==> config.mk <==
export PLATFORM = sky130hd
export DESIGN_NAME = kwdt_top
export DESIGN_NICKNAME = d
export VERILOG_FILES = /design/src/rtl/kwdt_pkg.sv /design/src/rtl/kwdt_keygate.sv /design/src/rtl/kwdt_cfg_slot.sv /design/src/rtl/kwdt_presc.sv /design/src/rtl/kwdt_count.sv /design/src/rtl/kwdt_top.sv
export SDC_FILE = /design/constraint.sdc
export NUM_CORES = 1
export LEC_CHECK = 0
export BUFFER_PORTS_ARGS = -buffer_cell sky130_fd_sc_hd__buf_2
export CORE_UTILIZATION = 60
export DETAILED_ROUTE_END_ITERATION = 6
export PLACE_DENSITY = 0.83
export REMOVE_ABC_BUFFERS = 1
export SETUP_SLACK_MARGIN = 0.2
export SLEW_MARGIN = 20
export SYNTH_ARGS = -nofsm -noshare
export SYNTH_HDL_FRONTEND = slang
export SYNTH_SLANG_ARGS = --single-unit
==> constraint.sdc <==
create_clock -name clk -period 4.93 [get_ports clk]
set_input_delay 1.479 -clock clk [delete_from_list [all_inputs] [get_ports clk]]
set_output_delay 1.479 -clock clk [all_outputs]
set_load 0.03 [all_outputs]
==> src/rtl/kwdt_pkg.sv <==
// Shared constants for the key-protected watchdog: widths, register
// addresses, key values and the prescaler divisor decode.
package kwdt_pkg;
    localparam int DATA_W    = 16;
    localparam int ADDR_W    = 2;
    localparam int CNT_W     = 12;
    localparam int PR_W      = 3;
    localparam int MAX_SHIFT = 6;              // largest divisor is 4 << MAX_SHIFT
    localparam int PS_W      = 2 + MAX_SHIFT;  // width of the prescaler phase

    localparam logic [ADDR_W-1:0] A_KEY = 2'd0;
    localparam logic [ADDR_W-1:0] A_PRE = 2'd1;
    localparam logic [ADDR_W-1:0] A_RLD = 2'd2;
    localparam logic [ADDR_W-1:0] A_STS = 2'd3;

    localparam logic [DATA_W-1:0] K_UNLOCK = 16'h5555;
    localparam logic [DATA_W-1:0] K_FEED   = 16'hAAAA;
    localparam logic [DATA_W-1:0] K_START  = 16'hCCCC;

    // Last phase value of one prescaled period for a code; codes above
    // MAX_SHIFT saturate at the largest divisor.
    function automatic logic [PS_W-1:0] div_last(input logic [PR_W-1:0] code);
        int sh;
        sh = (int'(code) > MAX_SHIFT) ? MAX_SHIFT : int'(code);
        return PS_W'((4 << sh) - 1);
    endfunction
endpackage

==> src/rtl/kwdt_keygate.sv <==
// Key decoder. Turns writes to the key address into a held unlock state
// and single-cycle refresh and start strobes.
// Assumes the write port is sampled on every clock with wr_en qualifying it.
module kwdt_keygate
    import kwdt_pkg::*;
(
    input  logic              clk,
    input  logic              rst_n,
    input  logic              wr_en,
    input  logic [ADDR_W-1:0] wr_addr,
    input  logic [DATA_W-1:0] wr_data,
    output logic              unlocked,
    output logic              feed,
    output logic              start
);
    logic key_wr;

    // Qualify a key access and decode the action keys.
    always_comb begin
        key_wr = wr_en && (wr_addr == A_KEY);
        feed   = key_wr && (wr_data == K_FEED);
        start  = key_wr && (wr_data == K_START);
    end

    // Unlock holds until the next key write that is not the unlock key.
    always_ff @(posedge clk) begin
        if (!rst_n)
            unlocked <= 1'b0;
        else if (key_wr)
            unlocked <= (wr_data == K_UNLOCK);
    end

    // any other key value locks the configuration again
    p_relock_r2: assert property (@(posedge clk) disable iff (!rst_n)
        (key_wr && wr_data != K_UNLOCK) |=> !unlocked);

    // the unlock key opens the configuration
    p_unlock_r2: assert property (@(posedge clk) disable iff (!rst_n)
        (key_wr && wr_data == K_UNLOCK) |=> unlocked);
endmodule

==> src/rtl/kwdt_cfg_slot.sv <==
// One configuration register with a pending copy and a busy flag.
// An accepted write is held as pending and the busy flag is raised; the
// next tick applies it and clears the flag. Writes while busy or while
// locked are dropped. Assumes tick is a one-cycle enable.
module kwdt_cfg_slot #(
    parameter int               W       = 12,
    parameter logic [W-1:0]     RST_VAL = '0
) (
    input  logic         clk,
    input  logic         rst_n,
    input  logic         tick,
    input  logic         wr,
    input  logic         unlocked,
    input  logic [W-1:0] wdata,
    output logic [W-1:0] value,
    output logic         busy
);
    logic [W-1:0] pend;

    // Apply the pending value on a tick, otherwise capture an allowed write.
    always_ff @(posedge clk) begin
        if (!rst_n) begin
            value <= RST_VAL;
            pend  <= RST_VAL;
            busy  <= 1'b0;
        end else if (busy && tick) begin
            value <= pend;
            busy  <= 1'b0;
        end else if (!busy && wr && unlocked) begin
            pend <= wdata;
            busy <= 1'b1;
        end
    end

    // the busy flag clears on the tick that follows it
    p_busy_done_r3: assert property (@(posedge clk) disable iff (!rst_n)
        (busy && tick) |=> !busy);

    // the visible value moves only on a committing tick
    p_value_hold_r3: assert property (@(posedge clk) disable iff (!rst_n)
        !(busy && tick) |=> $stable(value));

    // a locked write leaves the slot untouched
    p_locked_drop_r2: assert property (@(posedge clk) disable iff (!rst_n)
        (!busy && wr && !unlocked) |=> (!busy && $stable(value)));
endmodule

==> src/rtl/kwdt_presc.sv <==
// Tick prescaler. Counts ticks while the watchdog runs and emits a
// decrement strobe on the last tick of each prescaled period. A refresh
// restarts the phase. Assumes the code changes only on a tick.
module kwdt_presc
    import kwdt_pkg::*;
(
    input  logic            clk,
    input  logic            rst_n,
    input  logic            tick,
    input  logic            run,
    input  logic            restart,
    input  logic [PR_W-1:0] code,
    output logic            dec
);
    logic [PS_W-1:0] phase;
    logic [PS_W-1:0] last;

    // Decode the period length and flag its final tick.
    always_comb begin
        last = div_last(code);
        dec  = run && tick && !restart && (phase >= last);
    end

    // Advance the phase on running ticks; wrap at the end of a period.
    always_ff @(posedge clk) begin
        if (!rst_n)
            phase <= '0;
        else if (restart)
            phase <= '0;
        else if (run && tick)
            phase <= (phase >= last) ? '0 : phase + 1'b1;
    end

    // a stopped watchdog does not advance its prescaler
    p_stop_phase_r6: assert property (@(posedge clk) disable iff (!rst_n)
        (!run && !restart) |=> $stable(phase));

    // a refresh restarts the prescaled period
    p_restart_r5: assert property (@(posedge clk) disable iff (!rst_n)
        restart |=> (phase == '0));
endmodule

==> src/rtl/kwdt_count.sv <==
// Down counter, running state and reset request. On each decrement
// strobe the counter steps down; the strobe that takes it to zero fires
// a one-cycle request and reloads it. A refresh loads the reload value.
// Assumes decrement strobes are at least two cycles apart.
module kwdt_count
    import kwdt_pkg::*;
(
    input  logic             clk,
    input  logic             rst_n,
    input  logic             dec,
    input  logic             feed,
    input  logic             start,
    input  logic [CNT_W-1:0] reload,
    output logic             running,
    output logic             req
);
    logic [CNT_W-1:0] cnt;
    logic             expire;

    // The strobe that would leave zero (or starts from zero) is the expiry.
    always_comb expire = dec && !feed && (cnt <= CNT_W'(1));

    // Running is set by the start key and cleared only by reset.
    always_ff @(posedge clk) begin
        if (!rst_n)
            running <= 1'b0;
        else if (start)
            running <= 1'b1;
    end

    // Refresh, step down, or reload on expiry.
    always_ff @(posedge clk) begin
        if (!rst_n)
            cnt <= {CNT_W{1'b1}};
        else if (feed)
            cnt <= reload;
        else if (expire)
            cnt <= reload;
        else if (dec)
            cnt <= cnt - 1'b1;
    end

    // Register the one-cycle reset request.
    always_ff @(posedge clk) begin
        if (!rst_n)
            req <= 1'b0;
        else
            req <= expire;
    end

    // once started the watchdog stays started
    p_run_sticky_r6: assert property (@(posedge clk) disable iff (!rst_n)
        running |=> running);

    // no request while stopped
    p_idle_quiet_r6: assert property (@(posedge clk) disable iff (!rst_n)
        !running |-> !req);

    // a stopped counter holds unless refreshed
    p_stop_hold_r6: assert property (@(posedge clk) disable iff (!rst_n)
        (!running && !feed) |=> $stable(cnt));

    // the request lasts a single cycle
    p_pulse_once_r8: assert property (@(posedge clk) disable iff (!rst_n)
        req |=> !req);
endmodule

==> src/rtl/kwdt_top.sv <==
// Key-protected watchdog top level. Wires the key decoder, the two
// configuration slots, the prescaler and the counter, and returns
// register contents on a combinational read port.
// Assumes a single clock domain with the slow clock given as tick.
module kwdt_top
    import kwdt_pkg::*;
(
    input  logic              clk,
    input  logic              rst_n,
    input  logic              tick,
    input  logic              wr_en,
    input  logic [1:0]        wr_addr,
    input  logic [15:0]       wr_data,
    input  logic [1:0]        rd_addr,
    output logic [15:0]       rd_data,
    output logic              rst_req
);
    localparam int NSLOT = 2;
    localparam int SW [NSLOT] = '{PR_W, CNT_W};
    localparam logic [ADDR_W-1:0] SA [NSLOT] = '{A_PRE, A_RLD};

    logic              unlocked, feed, start, dec, running;
    logic [PR_W-1:0]   pre_q;
    logic [CNT_W-1:0]  rld_q;
    logic [NSLOT-1:0]  busy;

    kwdt_keygate u_key (
        .clk      (clk),
        .rst_n    (rst_n),
        .wr_en    (wr_en),
        .wr_addr  (wr_addr),
        .wr_data  (wr_data),
        .unlocked (unlocked),
        .feed     (feed),
        .start    (start)
    );

    // One slot per configuration register; slot 0 prescaler, slot 1 reload.
    for (genvar g = 0; g < NSLOT; g++) begin : g_slot
        logic [SW[g]-1:0] val;
        logic             slot_wr;

        // Address decode for this slot.
        always_comb slot_wr = wr_en && (wr_addr == SA[g]);

        kwdt_cfg_slot #(
            .W       (SW[g]),
            .RST_VAL ((g == 0) ? {SW[g]{1'b0}} : {SW[g]{1'b1}})
        ) u_slot (
            .clk      (clk),
            .rst_n    (rst_n),
            .tick     (tick),
            .wr       (slot_wr),
            .unlocked (unlocked),
            .wdata    (wr_data[SW[g]-1:0]),
            .value    (val),
            .busy     (busy[g])
        );
    end

    // Pick out the slot values with their own widths.
    always_comb begin
        pre_q = g_slot[0].val;
        rld_q = g_slot[1].val;
    end

    kwdt_presc u_presc (
        .clk     (clk),
        .rst_n   (rst_n),
        .tick    (tick),
        .run     (running),
        .restart (feed),
        .code    (pre_q),
        .dec     (dec)
    );

    kwdt_count u_count (
        .clk     (clk),
        .rst_n   (rst_n),
        .dec     (dec),
        .feed    (feed),
        .start   (start),
        .reload  (rld_q),
        .running (running),
        .req     (rst_req)
    );

    // Register read mux; the key address reads zero.
    always_comb begin
        case (rd_addr)
            A_PRE:   rd_data = DATA_W'(pre_q);
            A_RLD:   rd_data = DATA_W'(rld_q);
            A_STS:   rd_data = DATA_W'(busy);
            default: rd_data = '0;
        endcase
    end

    // request low in the first cycle out of reset
    p_reset_quiet_r1: assert property (@(posedge clk)
        !rst_n |=> !rst_req);
endmodule

==> impl_metrics.ini, run 1 <==
[outcome]
status = completed

[sta]
smallest_hold_slack_ps = 472
achievable-frequency_mhz = 248
slew_headroom_pct = 32.1
final-max-slew-violation-count = 0
layout_worst_path_cycle_share_pct = 81.8
number_of_hold_violations_in_the_final_report = 0
finalWorstSetupSlack_ps = 899
setup-violations-final = 0
finalSetupTns_ps = 0
max_slew.worst_pin.slew_ps = 1010
grt_setup_unrepaired = no
fin_worst_skew_ps = 9.33
final_period_minus_worst_setup_slack_ps = 4030

[route]
drt_iter0_markers = 175
drtAntennaViolNets = 0
drc = 0
route.vias.total = 2531
route.final.wire_length_um = 5970
wire_per_inst_um = 13.8
drt_pass1_iterations = 4
vias_per_instance = 5.83

[logic_synthesis]
yosys-top-cells-count = 71 x nand2_1, 55 x dfxtp_1, 36 x nand3_1, 31 x nor2_1, 16 x a21oi_1
postSynth.asyncResetShare_pct = 0
number_of_distinct_library_cell_variants_in_the_gate_level_netlist_after_synthesis = 58
synth_ff_type = dfxtp_1
synth.cell_area_sq_um = 2810
synthesis.yosys.warnings = 0
synthDominantCellAreaShare_pct = 39.2
synth.most_common_cell = nand2_1
synth_sequential_area_ratio_pct = 39.2
ys_top_cells_by_area = dfxtp_1 39%, nand2_1 9.5%, nand3_1 6.4%, nor2_1 4.1%, ha_1 4.0%
postSynthAreaPerCell_sq_um = 7.97
netlist_instances = 352
synth_edf_count = 0
number_of_synthesized_register_bits = 55
synth_top_area_cell = dfxtp_1

[die]
initial_utilization_pct = 63.6
design.die.area_sq_um = 4950
die-width_um = 70.4
die_y_um = 70.4
core_area_sq_um = 4410
io_pins = 41
core.rowCount = 24

[worst_hold_path]
hold_path.startpoint = g_slot[0].u_slot.pend[1]
hold_end = g_slot[0].u_slot.value[1]
min-delay-path-class = reg -> reg
worst_hold_path.num_cells = 2

[grt]
global_route.peak_usage_layer = met2
first_global_vias = 2312
use_met2_pct = 42.4
grt_pass1_wl_um = 10300
groute.layer.met1.usage_pct = 33.7
number_of_antenna_violations_at_the_first_check_in_global_routing = 0
grt-ovfl-total = 0
largest_net_degree_at_the_start_of_global_routing = 33
globalRouteMet3Util_pct = 3.90
grt.total_usage_pct = 25.7

[final_layout]
post_route_cells_drive_above_1_share_pct = 14.9
diodes = 0
areaGrowthSynthToFinish_pct = 10.5
number_of_nets_at_the_end_of_the_flow = 414

[power]
power.density_cell_area_nw_per_um2 = 264
leakage_nw = 1.33
report.power.total_mw = 0.819
ir_worst_vdd_mv = 0.166

[cts]
clkSlewWorstSetupHoldPaths_ps = 100
tritoncts = done
cts_root_buffer_type = clkbuf_8
clock_sink_count = 55
cts_htree_levels = 2
cts.hold.buffers_added = 0
post-cts-setup-buffer-count = 0
clkLatencyLatePin_ps = 320
cts_resized = 0
clk_path_buf_depth = 2
tritoncts.num_buffers = 5

[critical_path]
rr_worst_depth = 8
crit_path_max_fanout = 12
reg2reg_setup_slack_ps = 2020
worstPathArrival_ps = 2550
worst_r2r_endpoint = u_count.cnt[5]
critPathCaptureType = output port
critPathKind = in -> out
critPathRequiredTime_ps = 3450
critical_path.startpoint_type = input pin
timing.rr.start = g_slot[0].u_slot.value[2]

[placement]
io_buffer_count = 36
placed_wire_length_estimate_um = 4330
place_congestion = 0.873
dpl_worst_slack_ps = 878

[job]
max_cap_viol_count = 0
==> stage by stage <==
step	util (%)	cells	area, sq um
3_5_place_dp	67.5	426	2980
6_report	70.3	434	3100
4_1_cts	70.3	434	3100
3_3_place_gp	67.5	426	2980
2_1_floorplan	-	337	2730
5_1_grt	70.3	434	3100
==> worst max-delay path, stage by stage <==
cell     delay [ps]
buf_2           110
nor2b_1         540
a22o_1          230
buf_2           190
==> placed cells by master, fill, tap and decap left out, types with 2 or more instances in the layout <==
cell	instances
o211ai_1	4
a22o_1	2
mux2i_1	7
o21ai_0	12
mux2_2	2
dfxtp_1	55
nand4_1	5
nor2_1	31
nor4b_1	2
xor2_1	6
and2_1	12
clkbuf_8	5
a21o_1	3
a32oi_1	4
nor3_1	6
nand3_1	36
nand2b_1	2
conb_1	4
inv_1	10
nor4bb_1	6
buf_2	36
or4bb_1	2
a21oi_1	16
ha_1	9
nand2_1	71
==> power by group <==
part | internal (mW) | switching, mW | total [mW]
combinational | 0.0188 | 0.0357 | 0.0545
sequential | 0.445 | 0.00326 | 0.449
clock | 0.156 | 0.159 | 0.315
total | 0.621 | 0.198 | 0.819
==> worst max-delay path by stage <==
stage,start,cells past startpoint,slack [ps],endpoint
6_report,rd_addr[1],4,900,rd_data[0]
5_1_grt,rd_addr[1],5,760,rd_data[2]
3_3_place_gp,rd_addr[1],4,940,rd_data[0]
3_5_place_dp,rd_addr[1],4,880,rd_data[0]
2_1_floorplan,rd_addr[1],3,1200,rd_data[2]
4_1_cts,rd_addr[1],4,880,rd_data[0]
==> logic make-up after synthesis <==
| family | synth area share (%) |
|---|---|
| AO/OA/AOI/OAI | 12.2 |
| XOR/XNOR | 2.18 |
| adder cells (fa/ha/maj) | 4.01 |
| buffers and inverters | 4.77 |
| flip-flops | 39.2 |
| multiplexers | 3.30 |
| other | 0.134 |
| AND/OR/NAND/NOR | 34.2 |
==> flip-flops by register name, indices dropped and copies added (netlist names) <==
signal	flops
u_presc.phase	8
u_count.req	1
g_slot.u_slot.busy	2
u_count.running	1
u_key.unlocked	1
g_slot.u_slot.value	15
u_count.cnt	12
g_slot.u_slot.pend	15
==> metal layers <==
layer  vias up  wire length, um
met1      1171             2780
met2        70             2810
met4         0               83
li1       1282                -
met3         8              300
met5         -                0
==> final cells by class <==
type / count / area [sq um]
clock inverter: 3 / 55.1
inverter: 11 / 41.3
multi-input combinational: 271 / 1580
tap: 52 / 65.1
clock buffer: 5 / 68.8
timing repair buffer: 37 / 188
sequential: 55 / 1100
fill: 365 / 1310
Note: power is estimated with default switching activity, not from simulation.
==> run 2, diff against run 1 <==
Settings changed: CORE_UTILIZATION 60 to 57, PLACE_DENSITY 0.83 to 0.8.
Clock period 4.93 ns to 4.1 ns, I/O delays scaled along.
==> run 2 against run 1 <==
Net effect:
- sequential power is 20% higher
- routed wire length down 1.6%
- final cell count increased by 3.9%
- final area up 1.4%
- clock skew shrank 0.78 ps
- first-iteration DRC count decreased by 2.9%
- critical path depth grew 2
==> impl_metrics.ini, run 2 (synthesized netlist as in run 1, its figures left out) <==
[route]
drc = 0
drt_iter0_markers = 170
route.final.wire_length_um = 5880
vias_per_instance = 5.55
wire_per_inst_um = 13.0
drtAntennaViolNets = 0
route.vias.total = 2505
drt_pass1_iterations = 4

[cts]
cts_resized = 0
cts_root_buffer_type = clkbuf_8
clkLatencyLatePin_ps = 300
post-cts-setup-buffer-count = 0
tritoncts = done
clk_path_buf_depth = 2
tritoncts.num_buffers = 5
cts_htree_levels = 2
clock_sink_count = 55
cts.hold.buffers_added = 0
clkSlewWorstSetupHoldPaths_ps = 100

[die]
core_area_sq_um = 4720
die-width_um = 72.2
core.rowCount = 25
design.die.area_sq_um = 5210
io_pins = 41
initial_utilization_pct = 59.4
die_y_um = 72.2

[sta]
final_period_minus_worst_setup_slack_ps = 3330
grt_setup_unrepaired = no
achievable-frequency_mhz = 300
max_slew.worst_pin.slew_ps = 983
fin_worst_skew_ps = 8.55
final-max-slew-violation-count = 0
finalSetupTns_ps = 0
layout_worst_path_cycle_share_pct = 81.3
setup-violations-final = 0
slew_headroom_pct = 34.0
number_of_hold_violations_in_the_final_report = 0

[final_layout]
diodes = 0
largest_registers = g_slot.u_slot.pend (15), g_slot.u_slot.value (15), u_count.cnt (12)
areaGrowthSynthToFinish_pct = 12.0
multi_input_comb_area_sq_um = 1580
number_of_nets_at_the_end_of_the_flow = 416
fillers = 395
ff_latch_area_sq_um = 1100
mostFrequentLayoutCells = 71 x nand2_1, 55 x dfxtp_1, 36 x nand3_1, 36 x buf_2, 31 x nor2_1
mostFrequentLayoutCell = nand2_1
post_route_cells_drive_above_1_share_pct = 15.1

[critical_path]
worst_r2r_endpoint = u_count.cnt[5]
crit_path_max_fanout = 10
cpMostUsedCell = buf_2
worst_path_dominant_cell_family = buffers and inverters
timing.rr.start = g_slot[0].u_slot.value[2]
critPathKind = in -> out
worstPathCellList = buf_2, nor2b_1, buf_4, nand2_1, o21ai_0, buf_2
rr_worst_depth = 8
timing.critical_path.slowest_stage_cell = buf_2
critPathCaptureType = output port
reg2reg_setup_slack_ps = 1230
critPathRequiredTime_ps = 2870
worstPathBufferInverterCount = 3
critical_path.startpoint_type = input pin
crit_path_max_incr_delay_ps = 220
worstPathArrival_ps = 2100

[grt]
grt_pass1_wl_um = 10100
grt.total_usage_pct = 24.3
first_global_vias = 2285
largest_net_degree_at_the_start_of_global_routing = 33
grt-ovfl-total = 0
number_of_antenna_violations_at_the_first_check_in_global_routing = 0

[power]
power.density_cell_area_nw_per_um2 = 325
ir_worst_vdd_mv = 0.203
leakage_nw = 1.35
report.power.total_mw = 1.02

[job]
max_cap_viol_count = 0

[placement]
placed_wire_length_estimate_um = 4360
io_buffer_count = 36
place_congestion = 0.822

[worst_hold_path]
worst_hold_path.num_cells = 2
min-delay-path-class = reg -> reg
hold_path.startpoint = g_slot[1].u_slot.pend[2]
hold_end = g_slot[1].u_slot.pend[2]

[outcome]
status = completed
run 2: cell count changes in the layout (fill, tap and decap cells not counted), sizes merged:
| cell | change |
|---|---|
| bufinv | +1 |
| clkinv | -2 |
| clkbuf | +1 |
| buf | +2 |
run 2: how the worst max path moves through the flow:
stage,cells past startpoint,startpoint,slack (ps),to
2_1_floorplan,3,rd_addr[1],870,rd_data[2]
3_3_place_gp,6,rd_addr[1],820,rd_data[2]
3_5_place_dp,6,rd_addr[1],770,rd_data[2]
4_1_cts,6,rd_addr[1],770,rd_data[2]
5_1_grt,6,rd_addr[1],670,rd_data[2]
6_report,6,rd_addr[1],770,rd_data[2]
run 2: metal layers:
metal  up-vias  wire length, um  GRT usage [%]
li1       1286                -              -
met1      1147             2790           32.8
met4         0               51           6.97
met5         -                0              0
met3         7              269           4.31
met2        65             2770           40.2
run 2: area by class of cell:
type | count | area share, %
Multi-Input combinational cell | 271 | 50.3
Sequential cell | 55 | 35.0
Timing Repair Buffer | 39 | 6.45
Tap cell | 67 | 2.67
Clock buffer | 6 | 2.31
Clock inverter | 2 | 1.91
Inverter | 11 | 1.31
run 2: worst reg2reg max path: stages, from the launching register on:
cell and delay, ps:
dfxtp_1 470, o21ai_0 160, ha_1 330, a41oi_1 150, o21ai_0 110, o21ai_1 780, o21ai_4 290, a221oi_1 340
o21ai_0 110
run 2: where the power goes:
| part | internal, mW | switching, mW |
|---|---|---|
| Clock | 0.244 | 0.171 |
| Sequential | 0.535 | 0.00373 |
| Combinational | 0.0239 | 0.0433 |
| Total | 0.803 | 0.218 |
run 2: per-stage QoR:
stage                     setup slack (ps)  util [%]  hold WS (ps)  std cells  cell area, sq um
after floorplan                        865         -           432        337              2730
after global placement                 822      63.8           448        443              3010
after detailed placement               770      63.8           450        443              3010
after CTS                              772      66.6           473        451              3140
after global routing                   674      66.6           497        451              3140
final                                  766      66.6           473        451              3140
